$ cat src/rtl/dual_tick_timer.sv
module dual_tick_timer #(
  parameter int DATA_W = 32,
  parameter int CNT_W  = 16,
  parameter int PRE_W  = 12,
  parameter int ADDR_W = 4
) (
  input  logic              clk,
  input  logic              rst_n,
  input  logic              wr_en,
  input  logic [ADDR_W-1:0] addr,
  input  logic [DATA_W-1:0] wdata,
  output logic [DATA_W-1:0] rdata,
  output logic              irq_a,
  output logic              irq_b
);
  localparam logic [ADDR_W-1:0] A_SPARE = ADDR_W'(3);
  localparam logic [ADDR_W-1:0] A_PCNT  = ADDR_W'(8);
  localparam logic [ADDR_W-1:0] A_PRLD  = ADDR_W'(9);

  logic [PRE_W-1:0]  scal, scal_rld;
  logic [DATA_W-1:0] spare;
  logic [1:0]        en_w, rl_w, irq_w;
  logic [CNT_W-1:0]  cnt_w [2];
  logic [CNT_W-1:0]  rld_w [2];

  wire run  = |en_w;
  wire tick = run && (scal == '0);

  always_ff @(posedge clk) begin
    if (!rst_n) begin
      scal     <= '0;
      scal_rld <= '0;
      spare    <= '0;
    end else begin
      if (wr_en && addr == A_PRLD)  scal_rld <= wdata[PRE_W-1:0];
      if (wr_en && addr == A_SPARE) spare    <= wdata;
      if (wr_en && addr == A_PCNT)  scal     <= wdata[PRE_W-1:0];
      else if (run)                 scal     <= (scal == '0) ? scal_rld : scal - 1'b1;
    end
  end

  for (genvar gi = 0; gi < 2; gi++) begin : g_tmr
    localparam logic [ADDR_W-1:0] A_CNT = ADDR_W'(4*gi);
    localparam logic [ADDR_W-1:0] A_RLD = ADDR_W'(4*gi + 1);
    localparam logic [ADDR_W-1:0] A_CTL = ADDR_W'(4*gi + 2);

    logic [CNT_W-1:0] cnt, rld;
    logic             en, rl, irq;

    wire w_cnt = wr_en && addr == A_CNT;
    wire w_rld = wr_en && addr == A_RLD;
    wire w_ctl = wr_en && addr == A_CTL;
    wire under = tick && en && (cnt == '0);

    always_ff @(posedge clk) begin
      if (!rst_n) begin
        cnt <= '0;
        rld <= '0;
        en  <= 1'b0;
        rl  <= 1'b0;
        irq <= 1'b0;
      end else begin
        if (w_rld) rld <= wdata[CNT_W-1:0];
        if (w_cnt)                  cnt <= wdata[CNT_W-1:0];
        else if (w_ctl && wdata[2]) cnt <= rld;
        else if (tick && en)        cnt <= (cnt != '0) ? cnt - 1'b1 : (rl ? rld : cnt);
        if (w_ctl) begin
          en <= wdata[0];
          rl <= wdata[1];
        end else if (under && !rl) begin
          en <= 1'b0;
        end
        irq <= under;
      end
    end

    assign cnt_w[gi] = cnt;
    assign rld_w[gi] = rld;
    assign en_w[gi]  = en;
    assign rl_w[gi]  = rl;
    assign irq_w[gi] = irq;
  end

  assign irq_a = irq_w[0];
  assign irq_b = irq_w[1];

  always_comb begin
    rdata = '0;
    case (addr)
      ADDR_W'(0): rdata = DATA_W'(cnt_w[0]);
      ADDR_W'(1): rdata = DATA_W'(rld_w[0]);
      ADDR_W'(2): rdata = DATA_W'({rl_w[0], en_w[0]});
      A_SPARE:    rdata = spare;
      ADDR_W'(4): rdata = DATA_W'(cnt_w[1]);
      ADDR_W'(5): rdata = DATA_W'(rld_w[1]);
      ADDR_W'(6): rdata = DATA_W'({rl_w[1], en_w[1]});
      A_PCNT:     rdata = DATA_W'(scal);
      A_PRLD:     rdata = DATA_W'(scal_rld);
      default:    rdata = '0;
    endcase
  end
endmodule


$ cat config.mk
export PLATFORM = sky130hd
export DESIGN_NAME = dual_tick_timer
export DESIGN_NICKNAME = d
export VERILOG_FILES = /design/src/rtl/dual_tick_timer.sv
export SDC_FILE = /design/constraint.sdc
export NUM_CORES = 1
export LEC_CHECK = 0
export ABC_AREA = 1
export BUFFER_PORTS_ARGS = -buffer_cell sky130_fd_sc_hd__buf_2
export CAP_MARGIN = 0
export CORE_UTILIZATION = 60
export CTS_CLUSTER_DIAMETER = 40
export CTS_CLUSTER_SIZE = 20
export DETAILED_ROUTE_END_ITERATION = 10
export PLACE_DENSITY = 0.78
export RECOVER_POWER = 50
export SYNTH_ARGS = -nofsm -noshare
export SYNTH_HDL_FRONTEND = slang
export SYNTH_SLANG_ARGS = --single-unit
$ cat constraint.sdc
create_clock -name clk -period 1.8 [get_ports clk]
set_input_delay 0.27 -clock clk [delete_from_list [all_inputs] [get_ports clk]]
set_output_delay 0.27 -clock clk [all_outputs]
set_load 0.02 [all_outputs]
==> metrics.md <==
| Metric | Value |
|---|---|
| DP Wirelength | `between 15,000 and 20,000 um` |
| First-pass GRT wire length | `39,200 um` |
| Reg-to-reg critical path startpoint | `g_tmr[1].cnt[0]` |
| Worst-path clk slew | `0.06 ns` |
| CTS hold repair buffers | `0` |
| Compound-Gate Fraction of Synth Area | `a little over 20%` |
| Worst Hold Depth | `3` |
| Syn Inst Count | `around 1,200` |
| Clock share of power | `between 40% and 50%` |
| Finish-stage setup viols | `5` |
| Synthesized area | `approximately 7400 um^2` |
| Site Rows | `40` |
| Synth Register Bits | `about 130` |
| Vias per inst | `between 5 and 6` |
| Largest net degree at the start of global routing | `between 40 and 50` |
| Critical Path AT | `1.62 ns` |
| Max FO, Critical Path | `3` |
| Vias | `just under 9,000` |
| GR Util All Layers | `between 30% and 40%` |
| Vias in the first global route | `roughly 7,500` |
| Actual slew at the worst max-slew pin | `0.4705 ns` |
| Worst R2R End | `g_tmr[1].cnt[2]` |
| Hold Path Class | `in -> reg` |
| Die Area | `~13,000 um^2` |
| Maximum vdd drop | `about 0.57 mV` |
| Final WL | `around 26,000 um` |
| Final #Nets | `~1,400` |
| Drt wl/cell | `17.73 um` |
| Fin. Hold Viols | `0` |
| Switching power total | `2636 uW` |
| Commonest non-fill, non-tap cells in the layout | `nand2_1, nor2_1, inv_1, a21oi_1, dfxtp_1` |
| Skew final | `approximately 0.0046 ns` |
| Comb pwr share | `about a quarter` |
| Placer Congestion | `~1` |
| Initial antenna violation count | `0` |
| Nature of the critical path startpoint | `flop` |
| Fin worst setup slack | `-0.08561 ns` |
| Fmax | `0.5303 GHz` |
| Crit path kind | `reg -> out` |
| Die width | `~110 um` |
| Status | `finished, violations left` |
| Cts bufs inserted | `17` |
| Synth Area in Adders | `1.017%` |
| Initial DRC count | `983` |
| Post-synthesis xor/xnor area fraction | `under 10%` |
| Post-route cell area | `~9600 um^2` |
| Reg2reg path depth | `11` |
| I/O Pins | `73` |
| LEAKAGE | `about 0.0043 uW` |
| Commonest non-fill, non-tap cell in the layout | `nand2_1` |
| Post-synth ARST share | `0%` |
| Clk root buf | `clkbuf_16` |
| Core box area | `about 12,000 um^2` |
| CTS sink count | `roughly 130` |
| Internal power | `slightly below 6000 uW` |
| Simple-Gate Fraction of Synth Area | `about a third` |
| Post-route setup TNS | `-0.1355 ns` |
| Main synth FF type | `dfxtp_1` |
| Layout fillers | `~900` |
| Share of layout cells above drive strength 1 | `25.59%` |
| Syn Nets | `1,208` |
| Maxcap violations | `0` |
| Placed instance area | `~8400 um^2` |
| RSZ-0062 raised after global routing | `true` |
| Switch share | `30.88%` |
| Post-synthesis mux area share | `0%` |
| Layout area overhead | `29.82%` |
| Fin crit share | `104.8%` |
| Initial Util | `around three fifths` |
| Required time of the worst setup path | `~1.5 ns` |
| Pins Over Slew Limit | `0` |
| Routed Antenna Nets | `0` |
| Pwr per Cell Area | `approximately 890 nW/um^2` |
| Die height | `112.9 um` |
| Final min period | `approximately 1.9 ns` |
| Worst-case clock buffer depth | `2` |
| Ys Warns | `0` |
| Pre-antenna DRT Iters | `7` |
| R2R setup slack | `-0.01 ns` |
| DRC Markers | `0` |
| Remaining Overflow, GRT | `0` |
| Sequential fraction of the synthesis area | `about a third` |
| Synthesized area per cell | `6.350 um^2` |
| Antenna cells | `0` |
| Hold Path End | `spare[20]` |
| Largest family of logic cells by synthesized area | `simple AND/OR/NAND/NOR gates` |
| Worst Min Path Start | `wdata[20]` |
| Rel. slew slack | `between 60% and 70%` |
| Port buffer count | `slightly above 70` |
| H-tree level count | `4` |
| CTS tree | `done` |
| Skew-Pair Late Insertion Delay | `0.43 ns` |
| Number of synthesized flops with an enable pin | `0` |
| CP endpoint kind | `primary output` |
| Sequential Power Share | `approximately a third` |
| Post-synthesis cell type count | `37` |
| Failing checks | `negative setup slack` |
==> flip-flops by register name, indices dropped and copies added, names as in the netlist <==
name / cells
g_tmr.rld: 32
g_tmr.en: 2
irq_b: 1
irq_a: 1
g_tmr.rl: 2
scal: 12
g_tmr.cnt: 32
spare: 32
scal_rld: 12
==> worst max-delay path by stage <==
stage | end | cells after the start | slack, ns | from
6_report | rdata[2] | 6 | -0.09 | g_tmr[0].cnt[2]
5_1_grt | rdata[1] | 6 | -0.12 | scal[1]
4_1_cts | rdata[2] | 6 | -0.05 | g_tmr[0].cnt[2]
3_5_place_dp | rdata[9] | 8 | -0.06 | addr[0]
3_3_place_gp | rdata[3] | 9 | -0.05 | addr[3]
2_1_floorplan | scal[4] | 10 | 0.21 | scal[0]
==> critical path: stages, from the launching register on <==
cell and delay [ns]:
dfxtp_2 0.34, buf_6 0.13, nand2_4 0.05, o21ai_2 0.07, a211oi_2 0.25, o221ai_2 0.16
buf_4 0.18
==> per-layer routing <==
metal  track usage, %  routed length, um  up-vias
met3            7.338               2618       96
li1                 -                  -     4112
met4            19.74               1105        0
met5                0                  0        -
met2            60.99              11690      521
met1            53.68              10610     3922
==> synth_stat cells, types with 5 or more instances <==
library cell | count | area [um^2]
a21oi_1 | 113 | 565.5
a31oi_1 | 7 | 43.79
buf_2 | 12 | 60.06
clkbuf_1 | 38 | 142.6
dfxtp_1 | 126 | 2522
ha_1 | 6 | 75.07
inv_1 | 139 | 521.8
inv_2 | 12 | 45.04
nand2_1 | 244 | 915.9
nand2_2 | 8 | 50.05
nand3_1 | 61 | 305.3
nand4_1 | 35 | 219.0
nor2_1 | 156 | 585.6
nor2_4 | 7 | 78.83
o211ai_1 | 14 | 105.1
o21ai_0 | 98 | 490.5
o21ai_1 | 5 | 25.02
o221ai_1 | 7 | 61.31
o22ai_1 | 27 | 168.9
xor2_1 | 12 | 105.1
==> power groups by stage <==
stage	clock (uW)	combinational, uW	sequential (uW)
after detailed placement	0	1770	2970
after global placement	0	1740	2970
final	3540	2070	2920
after floorplan	0	1210	2960
after global routing	3690	2260	2920
after CTS	3530	1830	2910
==> kinds of logic (layout without fill, tap and decap cells) <==
group,count (synthesis),in the layout
xor+xnor,13,13
flops,126,126
compound gates,277,277
buf+inv,211,369
simple gates,530,530
fa+ha+maj,6,6
==> metrics by stage <==
stage | setup slack [ns] | utilization [%] | cells | total power [uW] | hold slack (ns)
after floorplan | 0.2063 | - | 1163 | 4170 | 0.4245
after global placement | -0.04819 | 69.85 | 1416 | 4710 | 0.4395
after detailed placement | -0.05823 | 69.85 | 1416 | 4736 | 0.4431
after CTS | -0.04522 | 76.33 | 1449 | 8270 | 0.1212
after global routing | -0.1237 | 79.81 | 1468 | 8868 | 0.1445
final | -0.08561 | 79.81 | 1468 | 8537 | 0.1214
==> final cells by class <==
type	count	area, um^2	area share [%]
inverters	152	589.3	6.147
well taps	147	183.9	1.919
clock inverters	11	138.9	1.449
clock buffers	21	470.5	4.907
multi-input cells	826	4324	45.11
repair buffers	185	1334	13.91
flip-flops and latches	126	2546	26.56
==> what timing repair did <==
item | in CTS | in global routing
cloned | 0 | 3
pin swaps | 9 | 22
resized for setup | 49 | 90
endpoints found under the setup margin | 21 | 48
buffers inserted | 2 | 16
Power figures use the tool's default switching activity.
